$ cat config.mk
export PLATFORM = sky130hd
export DESIGN_NAME = sbus_acc_dp
export DESIGN_NICKNAME = d
export VERILOG_FILES = /design/src/rtl/sbus_acc_dp.sv
export SDC_FILE = /design/constraint.sdc
export NUM_CORES = 1
export LEC_CHECK = 0
export BUFFER_PORTS_ARGS = -buffer_cell sky130_fd_sc_hd__buf_2
export CORE_ASPECT_RATIO = 1.5
export CORE_MARGIN = 2
export CORE_UTILIZATION = 59
export CTS_CLUSTER_SIZE = 12
export DETAILED_ROUTE_END_ITERATION = 16
export PLACE_DENSITY = 0.95
export SLEW_MARGIN = 20
export SYNTH_ARGS = -nofsm -noshare
export SYNTH_HDL_FRONTEND = slang
export SYNTH_SLANG_ARGS = --single-unit
$ cat constraint.sdc
create_clock -name clk -period 6.8 [get_ports clk]
set_input_delay 1.02 -clock clk [delete_from_list [all_inputs] [get_ports clk]]
set_output_delay 1.02 -clock clk [all_outputs]
set_load 0.02 [all_outputs]
$ cat src/rtl/sbus_acc_dp.sv
module sbus_acc_dp #(
  parameter int W  = 16,
  parameter int AW = 8
) (
  input  logic          clk,
  input  logic          rst_n,
  input  logic          start,
  input  logic [1:0]    opsel,
  input  logic [AW-1:0] instr_addr,
  input  logic [W-1:0]  mem_rdata,
  output logic [AW-1:0] mem_addr,
  output logic          mem_rd,
  output logic [3:0]    drive_en,
  output logic [3:0]    load_en,
  output logic [1:0]    alu_fn,
  output logic [W-1:0]  ac,
  output logic [AW-1:0] mar,
  output logic [W-1:0]  mbr,
  output logic          busy,
  output logic          done
);
  localparam logic [1:0] FN_ADD  = 2'b00;
  localparam logic [1:0] FN_PASS = 2'b01;
  localparam logic [1:0] FN_INC  = 2'b10;

  typedef enum logic [2:0] {IDLE, ST1, ST2, ST3, ST4, ST5} step_t;
  step_t       step;
  logic [AW-1:0] ir;
  logic [1:0]  op;
  logic [W-1:0] y, z, bus, alu_out;

  assign busy     = (step != IDLE);
  assign mem_addr = mar;
  assign mem_rd   = (step == ST2);

  always_comb begin
    drive_en = 4'b0000;
    load_en  = 4'b0000;
    alu_fn   = 2'b00;
    case (step)
      ST1: begin drive_en = 4'b0100; load_en = 4'b0010; end
      ST3: begin drive_en = 4'b0010; load_en = 4'b0100; end
      ST4: begin drive_en = 4'b0001; load_en = 4'b1000; alu_fn = op; end
      ST5: begin drive_en = 4'b1000; load_en = 4'b0001; end
      default: ;
    endcase
  end

  assign bus = ({W{drive_en[0]}} & ac)
             | ({W{drive_en[1]}} & mbr)
             | ({W{drive_en[2]}} & {{(W-AW){1'b0}}, ir})
             | ({W{drive_en[3]}} & z);

  always_comb begin
    case (alu_fn)
      FN_PASS: alu_out = y;
      FN_INC:  alu_out = bus + {{(W-1){1'b0}}, 1'b1};
      default: alu_out = bus + y;
    endcase
  end

  always_ff @(posedge clk) begin
    if (!rst_n) begin
      step <= IDLE;
      ir   <= '0;
      op   <= FN_ADD;
      done <= 1'b0;
    end else begin
      done <= (step == ST5);
      case (step)
        IDLE: if (start) begin
          ir   <= instr_addr;
          op   <= (opsel == 2'b11) ? FN_ADD : opsel;
          step <= ST1;
        end
        ST1: step <= ST2;
        ST2: step <= ST3;
        ST3: step <= ST4;
        ST4: step <= ST5;
        default: step <= IDLE;
      endcase
    end
  end

  always_ff @(posedge clk) begin
    if (!rst_n) begin
      ac  <= '0;
      mar <= '0;
      mbr <= '0;
      y   <= '0;
      z   <= '0;
    end else begin
      if (load_en[0]) ac  <= bus;
      if (load_en[1]) mar <= bus[AW-1:0];
      if (load_en[2]) y   <= bus;
      if (load_en[3]) z   <= alu_out;
      if (mem_rd)     mbr <= mem_rdata;
    end
  end

  AST_ONE_DRIVER: assert property (@(posedge clk) disable iff (!rst_n)
    $onehot0(drive_en));
  AST_MBR_CAPTURE: assert property (@(posedge clk) disable iff (!rst_n)
    mem_rd |=> (mbr == $past(mem_rdata)));
  AST_DONE_PULSE: assert property (@(posedge clk) disable iff (!rst_n)
    done |=> !done);
  AST_DONE_AFTER_WB: assert property (@(posedge clk) disable iff (!rst_n)
    done |-> !busy);
  AST_AC_HELD: assert property (@(posedge clk) disable iff (!rst_n)
    !load_en[0] |=> $stable(ac));
  AST_FIRST_STEP: assert property (@(posedge clk) disable iff (!rst_n)
    $rose(busy) |-> (load_en == 4'b0010));
endmodule

; Yosys cells after proc, flatten, opt, wreduce, memory -nomap -nowiden
; Index checks and enable logic that the tools add are counted.
[word_totals]
input_bits = 29
regBits = 86
out_inout_bits = 61
[op_classes]
n_reduce_logical = 3
bitwise = 7
addsub = 2
eq_ne = 9
n_mux = 7
[ops]
columns = op, n
row1 = bitwise AND 16 bit, 3
row2 = bitwise OR 16 bit, 3
row3 = case mux 16 bit (2 select lines), 1
row4 = case mux 4 bit (4 select lines), 2
row5 = adder 16 x 1 -> 16 bit (second input constant), 1
row6 = adder 16 bit, 1
row7 = bitwise AND 16 x 8 -> 16 bit, 1
row8 = case mux 3 bit (5 select lines), 1
row9 = equality test 3 x 2 -> 1 bit (second input constant), 2
row10 = equality test 3 bit (second input constant), 2
row11 = equality test 2 bit (second input constant), 2
row12 = two-way mux 2 bit, 2
row13 = equality test 3 x 1 -> 1 bit (second input constant), 1
row14 = logical NOT 3 bit, 1
row15 = two-way mux 3 bit, 1
row16 = nonzero test 3 bit, 1
row17 = equality test 2 x 1 -> 1 bit (second input constant), 1
row18 = != test 2 bit (second input constant), 1
row19 = AND reduction 2 bit, 1

; Longest topological paths before layout
[depth]
word_depth = 8
ltp_mapped = 16
ltp_nobuf = 14

; Least setup slack after synthesis
; Ideal clock, no wire load.
[synth_path]
path_type = register to register
startpoint = register step[2]
endpoint = register z[14]
setup_slack_ns = 3.350
arrival_time_ns = 3.364
n_path_buf = 3
setup_time_ns = 0.086
required_ns = 6.714
stages_incl_launch_ff = 17
path_cell_list = dfxtp_1 -> buf_4 -> or3b_1 -> buf_6 -> clkinv_2 -> clkbuf_1 -> nand2_1 -> nand4_1 -> ha_1 -> inv_1 -> fa_1 -> nor2b_1 -> o31a_1 -> a21oi_1 -> a21oi_1 -> mux2_2 -> a221oi_2
[synth_between]
elab_chain_len = 8
word_cells_on_any_way = 19
cone_classes = add/sub (2) / eq/ne (6) / mux (4) / bitwise (7)
[synth_lines]
columns = item, line_no
row1 = from (decl), 27  ; step_t step;
row2 = from (signal assigned), 64  ; step <= IDLE;
row3 = from (signal assigned), 74  ; step <= ST1;
row4 = from (signal assigned), 76  ; ST1: step <= ST2;
row5 = equality test 3 bit (tied with other cells), 40  ; case (step)
row6 = case mux 4 bit (4 select lines) (*), 40
row7 = via drive_en[0], 13  ; output logic [3:0] drive_en,
row8 = bitwise AND 16 bit (*), 49  ; assign bus = ({W{drive_en[0]}} & ac)
row9 = bitwise OR 16 bit (*), 50  ; | ({W{drive_en[1]}} & mbr)
row10 = bitwise OR 16 bit (*), 51  ; | ({W{drive_en[2]}} & {{(W-AW){1'b0}}, ir})
row11 = bitwise OR 16 bit (*), 52  ; | ({W{drive_en[3]}} & z);
row12 = via bus[0], 30  ; logic [W-1:0] y, z, bus, alu_out;
row13 = adder 16 bit / adder 16 x 1 -> 16 bit (equally long branches), "58, 57"
row14 = case mux 16 bit (2 select lines) (*), 55  ; case (alu_fn)
row15 = to (signal assigned), 96  ; if (load_en[3]) z <= alu_out;
row16 = to (decl), 30
; The timed path passes the listed nets; every way through them passes the cells marked *.
; A chain may end at the register's enable or synchronous reset.

; Final worst setup path
[layout_path]
startpoint = register step[0]
endpoint = register z[12]
[layout_between]
elab_chain_len = 8
word_cells_on_any_way = 19
cone_classes = add/sub (2) / eq/ne (6) / mux (4) / bitwise (7)
[layout_lines]
columns = item, line_no
row1 = equality test 3 bit (tied with other cells), 40
row2 = case mux 4 bit (4 select lines) (*), 40
row3 = bitwise AND 16 bit (on tied branches), "49, 50"
row4 = bitwise OR 16 bit, 50
row5 = bitwise OR 16 bit, 51
row6 = bitwise OR 16 bit (*), 52
row7 = via bus[0], 30
row8 = adder 16 bit / adder 16 x 1 -> 16 bit (equally long branches), "58, 57"
row9 = case mux 16 bit (2 select lines) (*), 55
; Marked as above.

==> metrics.txt <==
Yosys warnings 0; Tmin final about 4.6 ns; most instantiated cells after synthesis nand2_1, a21oi_1, dfxtp_1; htree depth 3; worst setup margin approximately 2.2 ns; Final Hold Viols 0; Final Max Tran Viols 0; area share of xor/xnor cells in the synthesized design 0.0135; most frequent cell after synthesis nand2_1; Max Clock Skew between 0.005 and 0.006 ns; FP Rows 39; CTS tree yes; GR Overflow Total 0; largest net degree at the start of global routing 79; Max Buffers Root-to-Sink 2; DR DRC count 0; EDFF count, synth 0; data required time of the worst path 7.02 ns; FMAX 217 MHz; ports placed on the boundary 90; worst hold path class flop to flop; RSZ-0062 raised after global routing false; post-route antenna net violation count 0; status completed; clock slew at reported path FFs approximately 0.06 ns; vias in the first global route ~4200; first-pass GRT wire length around 20 mm; DRT Pass-1 Iters 5; top fanout value on the critical path 23; Avg Vias per Cell just under 6; hold_buf cts 0; mux share of post-synthesis cell area 0.0511; core area 0.00751 sq mm; clock tree root driver cell clkbuf_16; Setup Buffers After CTS 0; Post-Syn Instances between 500 and 600; setup slack at placement around 2.3 ns; Yosys top cell by area dfxtp_1; GPL Wtd Cong 0.875; Final period util 0.678; Routed WL per cell about 17 microns; Max-Cap Viols 0; Die Height between 100 and 150 microns; startpoint types flop; Final #Nets roughly 700; Yosys top cell area share 0.380; Hold Crit Depth 2; adder-cell share of the synthesized area 0.0459; Synth Area in Compound Gates 0.201; Via Count around 4500; Worst VDD drop roughly 0.23 mV; asr flop ratio synth 0; Seq/Total Area, Yosys 0.380; prevailing post-synth register cell dfxtp_1; routed wire length between 10 and 15 mm; syn_nets between 600 and 700; Initial DRC Count 370; synth top area cells dfxtp_1, nand2_1, a21oi_1, mux2i_1, ha_1; clock sinks 86; Die W 75.5 microns; clk_lat worst skew about 0.34 ns; reg2reg setup slack roughly 2.2 ns; hold endpoint mar[2]; HP Start mar[2]; slew margin rel. 0.277; Post-DP HPWL between 9 and 10 mm; IO buf count 89; Post-Syn Area approximately 0.0045 sq mm; FF-to-FF path depth 13; crit path kind flop to flop; Area Overhead vs Synth 13.9%; Tot GR Track Use 0.313; diodes inserted 0; synthesized area per cell around 7.7 sq um; Power Dens Cells about 220 mW/mm^2; largest family of logic cells by synthesized area simple AND/OR/NAND/NOR gates; Num CTS Buffers 9; initial antenna violation count 0; Simple-Gate Fraction of Synth Area 0.240; layout cells sized above 1 0.185; synthesized flop and latch total between 80 and 90; Worst R2R End z[12]; RR Startpoint step[0]; Worst-Margin Slew between 1 and 1.5 ns; fillers approximately 600; WP data arrival around 4.8 ns; Crit. End Element flop; synth unique cells a little over 60; die area approximately 0.0084 sq mm; Pleak approximately 2.1 nW; setup violators final 0; post-cts sizing count 0; Total Neg Setup Slack 0 ns; Starting Density 0.603
[area by class of cell]
cell class,instances,area (sq um),area share
inverter,16,63.8,0.0124
timing repair buffer,91,460,0.0893
sequential,86,1720,0.334
clock buffer,12,256,0.0497
multi-input combinational,439,2500,0.484
clock inverter,4,30.0,0.00582
tap,102,128,0.0247
[state kept, by name, summed over array words and instances (netlist names)]
signal	flops
ir	8
y	16
mbr	16
ac	16
mar	8
step	3
z	16
op	2
done	1
[cells in the final DEF (no fill, tap or decap), types with 3 or more instances in the layout]
cell type,n
and2_1,3
a211oi_1,3
nor3_1,12
o21a_1,3
buf_2,89
o21ai_0,22
mux2i_1,22
nor2b_1,18
nand2b_1,4
and3_1,5
xnor2_1,5
nor2_1,18
clkbuf_16,9
ha_1,15
nand4_1,3
o22ai_1,6
or3_1,3
a21oi_1,91
nand2_1,147
nand3b_1,4
nand3_1,11
dfxtp_1,86
inv_1,10
o211ai_1,5
[worst max-delay path by stage]
stage | cells past startpoint | to | startpoint
2_1_floorplan | 16 | z[14] | step[2]
3_5_place_dp | 13 | z[12] | step[0]
5_1_grt | 13 | z[14] | step[0]
3_3_place_gp | 13 | z[14] | step[0]
4_1_cts | 13 | z[12] | step[0]
6_report | 13 | z[12] | step[0]
[metal layers]
layer  GRT usage  vias up  routed length, microns
li1            -     2126                       -
met1       0.393     2071                    4920
met3      0.0645       48                     825
met4       0.156        0                     485
met2       0.499      220                    6320
met5           0        -                       0
[worst max-delay path, cell delays in order (launching register included)]
cell and delay [ns]:
dfxtp_1 1.04, nand2_1 0.70, clkinv_1 0.52, nand2_1 0.14
nand4_1 0.10, ha_1 0.18, inv_1 0.06, fa_1 0.38
nor2b_1 0.25, o31a_1 0.24, a21oi_1 0.14, or3b_2 0.47
a21oi_1 0.17, o31ai_1 0.10
[cells by family (layout without fill, tap and decap cells)]
group                    count (synthesis)  count (layout)
flip-flops                              86              86
XOR/XNOR                                 7               7
AO/OA/AOI/OAI                          154             154
adder cells (fa/ha/maj)                 16              16
multiplexers                            23              23
AND/OR/NAND/NOR                        239             239
buffers and inverters                   60             123
[report_power, final]
part           internal, mW  switching, mW
Combinational        0.0456         0.0852
Clock                 0.269          0.201
Sequential            0.522         0.0257
[stage by stage]
step                hold slack [ns]  std cells  power [mW]  utilization  instance area [sq um]
finish                        0.461        750        1.15        0.686                   5160
global route                  0.476        750        1.19        0.686                   5160
CTS                           0.461        750        1.15        0.686                   5160
detailed placement            0.452        734       0.686        0.648                   4870
global placement              0.446        734       0.681        0.648                   4870
floorplan                     0.436        585       0.649            -                   4530
No activity file was read; power rests on OpenSTA's default activity.
